<file path="config.mk">
export PLATFORM = sky130hd
export DESIGN_NAME = onb_mult
export DESIGN_NICKNAME = d
export VERILOG_FILES = /design/src/rtl/onb_pkg.sv /design/src/rtl/onb_xor3_tree.sv /design/src/rtl/onb_bit0.sv /design/src/rtl/onb_mult.sv
export SDC_FILE = /design/constraint.sdc
export NUM_CORES = 2
export LEC_CHECK = 0
export BUFFER_PORTS_ARGS = -buffer_cell sky130_fd_sc_hd__buf_2
export CORE_MARGIN = 2
export CORE_UTILIZATION = 28
export DETAILED_ROUTE_END_ITERATION = 16
export RECOVER_POWER = 50
export SLEW_MARGIN = 15
export SYNTH_ARGS = -nofsm -noshare
export SYNTH_HDL_FRONTEND = slang
export SYNTH_SLANG_ARGS = --single-unit
</file>
<file path="constraint.sdc">
create_clock -name clk -period 3.2 [get_ports clk]
set_clock_uncertainty 0.05 [all_clocks]
set_input_delay 0.16 -clock clk [delete_from_list [all_inputs] [get_ports clk]]
set_output_delay 0.16 -clock clk [all_outputs]
set_load 0.01 [all_outputs]
</file>
<file path="src/rtl/onb_pkg.sv">
// Package onb_pkg
// Elaboration-time helpers that derive the wiring of the type II optimal
// normal basis product function. Assumes 2*m+1 is prime and that the
// residues {+-2^j, j<m} cover every nonzero residue modulo 2*m+1.
package onb_pkg;

    // 2^e reduced modulo p
    function automatic int pow2mod(input int e, input int p);
        int r;
        r = 1;
        for (int k = 0; k < e; k++) r = (r * 2) % p;
        return r;
    endfunction

    // index j < m with 2^j congruent to +r or -r modulo p
    function automatic int res_index(input int r, input int m, input int p);
        int v;
        v = 1;
        for (int j = 0; j < m; j++) begin
            if (v == r || v == p - r) return j;
            v = (v * 2) % p;
        end
        return 0;
    endfunction

    // row (operand A index) of AND term k; term 0 is the lone term of row 0
    function automatic int term_row(input int k);
        return (k + 1) / 2;
    endfunction

    // column (operand B index) of AND term k
    function automatic int term_col(input int k, input int m, input int p);
        int x;
        if (k == 0) return 1;
        x = pow2mod(term_row(k), p);
        if (k % 2 == 1) return res_index((x + 1) % p, m, p);
        return res_index((x + p - 1) % p, m, p);
    endfunction

endpackage

</file>
<file path="src/rtl/onb_xor3_tree.sv">
// Module onb_xor3_tree
// Reduces N bits to their XOR using levels of three-input XOR gates. Each
// level zero-pads its input to a multiple of three and recurses until one
// bit remains. Purely combinational.
module onb_xor3_tree #(
    parameter int N = 3
) (
    input  logic [N-1:0] din,
    output logic         dout
);

    if (N == 1) begin : g_leaf
        assign dout = din[0];
    end else begin : g_node
        localparam int NO = (N + 2) / 3;
        localparam int W  = 3 * NO;

        logic [W-1:0]  padded;
        logic [NO-1:0] reduced;

        assign padded = W'(din);

        for (genvar k = 0; k < NO; k++) begin : g_x3
            assign reduced[k] = ^padded[3*k +: 3];
        end

        onb_xor3_tree #(.N(NO)) i_sub (
            .din  (reduced),
            .dout (dout)
        );
    end

endmodule

</file>
<file path="src/rtl/onb_bit0.sv">
// Module onb_bit0
// Fixed combinational function giving coefficient 0 of the normal-basis
// product of a and b. There are 2*M-1 two-input AND terms, wired from the
// type II rule at elaboration, feeding a three-input XOR tree. Assumes
// 2*M+1 is prime.
module onb_bit0 #(
    parameter int M = 261
) (
    input  logic [M-1:0] a,
    input  logic [M-1:0] b,
    output logic         c0
);
    import onb_pkg::*;

    localparam int P      = 2 * M + 1;
    localparam int NTERMS = 2 * M - 1;

    logic [NTERMS-1:0] terms;

    for (genvar k = 0; k < NTERMS; k++) begin : g_term
        localparam int ROW = term_row(k);
        localparam int COL = term_col(k, M, P);
        assign terms[k] = a[ROW] & b[COL];
    end

    onb_xor3_tree #(.N(NTERMS)) i_tree (
        .din  (terms),
        .dout (c0)
    );

endmodule

</file>
<file path="src/rtl/onb_mult.sv">
// Module onb_mult
// GF(2^M) arithmetic unit on type II optimal normal basis operands. It does
// a bit-serial multiply in M cycles, plus single-cycle square and add.
// Operands load only while idle. During a multiply both operands rotate one
// position per cycle and return to their loaded value after M steps.
// Synchronous active-low reset.
module onb_mult #(
    parameter int M = 261
) (
    input  logic         clk,
    input  logic         rst_n,
    input  logic         load_a,
    input  logic         load_b,
    input  logic [M-1:0] a_in,
    input  logic [M-1:0] b_in,
    input  logic         start,
    input  logic         sq_go,
    input  logic         add_go,
    output logic         busy,
    output logic         done,
    output logic [M-1:0] result
);

    localparam int CW = $clog2(M);
    localparam logic [CW-1:0] LAST = CW'(M - 1);

    logic [M-1:0]  a_q;
    logic [M-1:0]  b_q;
    logic [M-1:0]  prod_q;
    logic [CW-1:0] step_q;
    logic          busy_q;
    logic          done_q;
    logic          next_bit;

    // product coefficient for the current rotation of the operands
    onb_bit0 #(.M(M)) i_bit0 (
        .a  (a_q),
        .b  (b_q),
        .c0 (next_bit)
    );

    // sequencing, operand storage and result register
    always_ff @(posedge clk) begin
        if (!rst_n) begin
            a_q    <= '0;
            b_q    <= '0;
            prod_q <= '0;
            step_q <= '0;
            busy_q <= 1'b0;
            done_q <= 1'b0;
        end else begin
            done_q <= 1'b0;
            if (busy_q) begin
                a_q    <= {a_q[0], a_q[M-1:1]};
                b_q    <= {b_q[0], b_q[M-1:1]};
                prod_q <= {next_bit, prod_q[M-1:1]};
                if (step_q == LAST) begin
                    busy_q <= 1'b0;
                    done_q <= 1'b1;
                    step_q <= '0;
                end else begin
                    step_q <= step_q + 1'b1;
                end
            end else if (start) begin
                busy_q <= 1'b1;
                step_q <= '0;
            end else if (sq_go) begin
                prod_q <= {a_q[M-2:0], a_q[M-1]};
                done_q <= 1'b1;
            end else if (add_go) begin
                prod_q <= a_q ^ b_q;
                done_q <= 1'b1;
            end else begin
                if (load_a) a_q <= a_in;
                if (load_b) b_q <= b_in;
            end
        end
    end

    assign busy   = busy_q;
    assign done   = done_q;
    assign result = prod_q;

endmodule

</file>
==> qor.json <==
{
  "outcome": "finished with violations",
  "failing_checks": "capacitance limit, slew limit",
  "min-delay-path-class": "in2reg",
  "fraction_of_final_layout_cells_sized_beyond_drive_strength_1_pct": 18.1,
  "crit_start": "b_q[122]",
  "area_of_the_die_um2": 166000,
  "initial_utilization_pct": 28.1,
  "worstPathBufferInverterCount": 1,
  "post_syn_instances": 5729,
  "worstHoldStart": "b_in[150]",
  "clock_insertion_delay_worst_skew_ns": 0.74,
  "grtUsageTotal_pct": 31.1,
  "cpLargestDelayFamily": "XOR/XNOR gates",
  "async_set_reset_flop_share_out_of_synthesis_pct": 0,
  "finish.net_count": 7602,
  "slew-limit-headroom_pct": -6.46,
  "tritoncts_clock_tree": "yes",
  "fmax_mhz": 315,
  "worstSetupPathType": "reg2reg",
  "cts_root_buf": "sky130_fd_sc_hd__clkbuf_16",
  "pin_count_of_the_biggest_net_entering_global_routing": 144,
  "grt_antenna_before_repair": 27,
  "clock_path_buffers": 3,
  "setup_repair_after_global_routing_missed_its_margin": "no",
  "avgRoutedWirePerCell_um": 28.9,
  "critPathMaxFanout": 4,
  "max_cap_violations": 1,
  "number_of_rows_in_the_core_area": 148,
  "final_max_slew_viol_count": 59,
  "core_area_um2": 162000,
  "total_leakage_power_nw": 25.4,
  "number_of_synthesized_register_bits": 794,
  "number_of_vias_per_cell_after_detailed_routing": 5.27,
  "routed_wl_mm": 270,
  "worst_ir_drop_vdd_uv": 484,
  "post_synth_main_area_contributors": "sky130_fd_sc_hd__dfxtp_1 35%, sky130_fd_sc_hd__mux2i_1 12%, sky130_fd_sc_hd__xnor2_1 9.7%",
  "final.setup.tns_ns": 0,
  "detail-route-antenna-nets": 0,
  "hold_viol_final": 0,
  "cts_sinks": 794,
  "synthFlopType": "sky130_fd_sc_hd__dfxtp_1",
  "critPathMaxStageDelay_ns": 0.49,
  "htree_num_levels": 3,
  "postSynthNetCount": 6261,
  "globalRouteMet3Util_pct": 5.80,
  "cp.required_ns": 3.81,
  "dp.cells": 8602,
  "r2r_setup_slack_ns": 0.02,
  "path_clk_slew_ns": 0.06,
  "port_buffers": 791,
  "total_clock_buffers_created_by_cts": 100,
  "syn_avg_cell_area_um2": 7.95,
  "globalRoute.totalOverflow": 0,
  "synthToLayoutAreaGrowth_pct": 38.8,
  "final.period_utilization_pct": 99.3,
  "grt_util_met2_pct": 48.4,
  "critPathCaptureType": "register",
  "critical_path.reg2reg.startpoint": "b_q[122]",
  "via_count": 49100,
  "ios": 792,
  "yosys.area.top_type": "sky130_fd_sc_hd__dfxtp_1",
  "drt_pre_antenna_iters": 6,
  "final-instance-count-excl-fill": 9328,
  "drt_drc_violations_left": 0,
  "netlist-cell-type-count": 42,
  "global_route_wire_length_before_repair_mm": 365,
  "floorplan_die_height_um": 407,
  "grt.busiest_layer": "met2",
  "crit_top_cell": "sky130_fd_sc_hd__xnor2_1",
  "cp_slowest_cell": "sky130_fd_sc_hd__dfxtp_1",
  "met1_usage_pct": 39.4,
  "place.detailed.hpwl_mm": 218,
  "n_fill_cell": 16800,
  "power_per_cell_area_nw_per_um2": 557,
  "synth_seq_area_share_pct": 34.9,
  "cell_chain_of_the_critical_path": "buf_4 -> xor2_1 -> nand2_1 -> xnor2_1 -> xnor2_1 -> xnor2_1 -> xnor2_1 -> xnor2_1 -> xnor3_1 -> xnor3_1 -> a21oi_1",
  "die-width_um": 407,
  "worstMarginPinSlew_ns": 1.60,
  "first_iter_violations": 6114,
  "yosys_warnings": 0,
  "setup_viol": 0,
  "period_needed_ns": 3.18,
  "synth_edf_count": 0,
  "area_share_of_the_largest_cell_type_after_synthesis_pct": 34.9,
  "worst_ep_arrival_time_ns": 3.78,
  "synth.cell_area_um2": 45600,
  "gp_routability_congestion": 1.04,
  "via_count_of_the_first_global_routing_pass": 46100,
  "critPathLaunchType": "register"
}
[placed cells by master, fill, tap and decap left out, types with 3 or more instances in the layout]
master and n:
sky130_fd_sc_hd__nor2_1 1028, sky130_fd_sc_hd__dfxtp_1 770, sky130_fd_sc_hd__nand2_1 573, sky130_fd_sc_hd__dlygate4sd3_1 540
sky130_fd_sc_hd__buf_2 527, sky130_fd_sc_hd__mux2i_1 524, sky130_fd_sc_hd__a211oi_1 494, sky130_fd_sc_hd__xnor2_1 486
sky130_fd_sc_hd__buf_4 482, sky130_fd_sc_hd__clkbuf_1 312, sky130_fd_sc_hd__a21oi_1 273, sky130_fd_sc_hd__o21ai_0 267
sky130_fd_sc_hd__o211ai_1 261, sky130_fd_sc_hd__xor2_1 236, sky130_fd_sc_hd__clkbuf_16 101, sky130_fd_sc_hd__buf_12 48
sky130_fd_sc_hd__o211a_1 30, sky130_fd_sc_hd__clkbuf_8 24, sky130_fd_sc_hd__xnor2_2 21, sky130_fd_sc_hd__dfxtp_2 20
sky130_fd_sc_hd__diode_2 13, sky130_fd_sc_hd__clkinv_2 10, sky130_fd_sc_hd__bufinv_16 10, sky130_fd_sc_hd__clkbuf_2 8
sky130_fd_sc_hd__inv_1 7, sky130_fd_sc_hd__nor3_1 7, sky130_fd_sc_hd__xor2_2 7, sky130_fd_sc_hd__xnor3_1 7
sky130_fd_sc_hd__nand2_2 6, sky130_fd_sc_hd__xor2_4 5, sky130_fd_sc_hd__nand3_1 4, sky130_fd_sc_hd__or2_2 4
sky130_fd_sc_hd__dfxtp_4 4, sky130_fd_sc_hd__a31oi_1 3, sky130_fd_sc_hd__nor2b_1 3, sky130_fd_sc_hd__nor4_1 3
sky130_fd_sc_hd__ha_1 3, sky130_fd_sc_hd__clkinv_4 3
[repair_timing]
item	in CTS	in global routing
setup buffers	1	0
hold endpoints to repair	525	0
hold buffers	540	0
gates resized for setup	33	36
setup endpoints to repair	1	1
pin swaps	9	11
[synth_stat cells, types with 2 or more instances]
cell and n:
sky130_fd_sc_hd__nand4_1 2, sky130_fd_sc_hd__xnor2_1 506, sky130_fd_sc_hd__o211a_1 30, sky130_fd_sc_hd__clkbuf_1 564
sky130_fd_sc_hd__xnor3_1 7, sky130_fd_sc_hd__mux2i_1 524, sky130_fd_sc_hd__dfxtp_1 794, sky130_fd_sc_hd__o21ai_0 267
sky130_fd_sc_hd__or2_2 4, sky130_fd_sc_hd__nand2_1 578, sky130_fd_sc_hd__a211oi_1 494, sky130_fd_sc_hd__a22oi_1 2
sky130_fd_sc_hd__or3_1 2, sky130_fd_sc_hd__nor3b_1 2, sky130_fd_sc_hd__a21oi_1 273, sky130_fd_sc_hd__and2_1 2
sky130_fd_sc_hd__buf_1 22, sky130_fd_sc_hd__nor3_1 7, sky130_fd_sc_hd__inv_1 7, sky130_fd_sc_hd__o211ai_1 261
sky130_fd_sc_hd__a31oi_1 3, sky130_fd_sc_hd__ha_1 3, sky130_fd_sc_hd__nor4_1 3, sky130_fd_sc_hd__a21o_1 2
sky130_fd_sc_hd__xor2_1 248, sky130_fd_sc_hd__mux2_2 2, sky130_fd_sc_hd__buf_2 45, sky130_fd_sc_hd__and3_1 2
sky130_fd_sc_hd__nor2b_1 3, sky130_fd_sc_hd__nand3_1 4, sky130_fd_sc_hd__nor2_1 1028, sky130_fd_sc_hd__clkbuf_2 28
[final timing paths]
path                      end  cells after the start
hold / removal       b_q[150]                      4
setup reg to reg  result[260]                     11
setup / recovery  result[260]                     11
hold reg to reg     step_q[7]                      1
[tightest hold or removal path: stages]
cell	delay, ns
sky130_fd_sc_hd__buf_2	0.13
sky130_fd_sc_hd__mux2i_1	0.21
sky130_fd_sc_hd__a211oi_1	0.11
sky130_fd_sc_hd__clkbuf_1	0.14
[stage by stage]
stage               total power, mW  instance area [µm²]  setup slack [ns]  utilization [%]  hold slack, ns
finish                         35.2                63300            0.0220             39.0          0.0602
global route                   36.3                63200           0.00189             39.0          0.0438
CTS                            35.2                63500           0.00523             39.2         0.00390
detailed placement             22.7                54600            -0.231             33.7           0.427
global placement               22.6                54600            -0.296             33.7           0.416
floorplan                      17.8                45600             0.533                -           0.344
[layout make-up]
class	count	area [µm²]	area share [%]
Clock inverter	26	402	0.635
Tap cell	2175	2720	4.30
Multi-Input combinational cell	4267	27400	43.3
Timing Repair Buffer	1899	13800	21.8
Sequential cell	794	15900	25.2
Clock buffer	146	2940	4.64
Antenna cell	13	32.5	0.0514
Inverter	8	37.5	0.0593
[registers in the layout, summed over array words and instances, names as in the netlist]
| name | flops |
|---|---|
| a_q | 261 |
| done | 1 |
| result | 261 |
| busy | 1 |
| b_q | 261 |
| step_q | 9 |
[where the power goes]
group	switching, mW	internal [mW]	total (mW)
clock network	4.86	7.10	12.0
registers	1.54	10.8	12.4
logic	5.97	4.90	10.9
[kinds of logic after synthesis]
| group | count (synthesis) | synth area share, % |
|---|---|---|
| AND/OR/NAND/NOR | 1638 | 13.6 |
| adder cells (fa/ha/maj) | 3 | 0.0824 |
| multiplexers | 526 | 11.6 |
| flip-flops | 794 | 34.9 |
| XOR/XNOR | 762 | 14.9 |
| buffers and inverters | 668 | 5.71 |
| AO/OA/AOI/OAI | 1338 | 19.2 |
[layer usage]
metal / vias to the layer above / share of wire (%)
met5: - / 0.048
met4: 20 / 7.5
met3: 723 / 8.0
met2: 2670 / 44
met1: 23500 / 41
li1: 22200 / -
(Power assumes the default switching activity.)
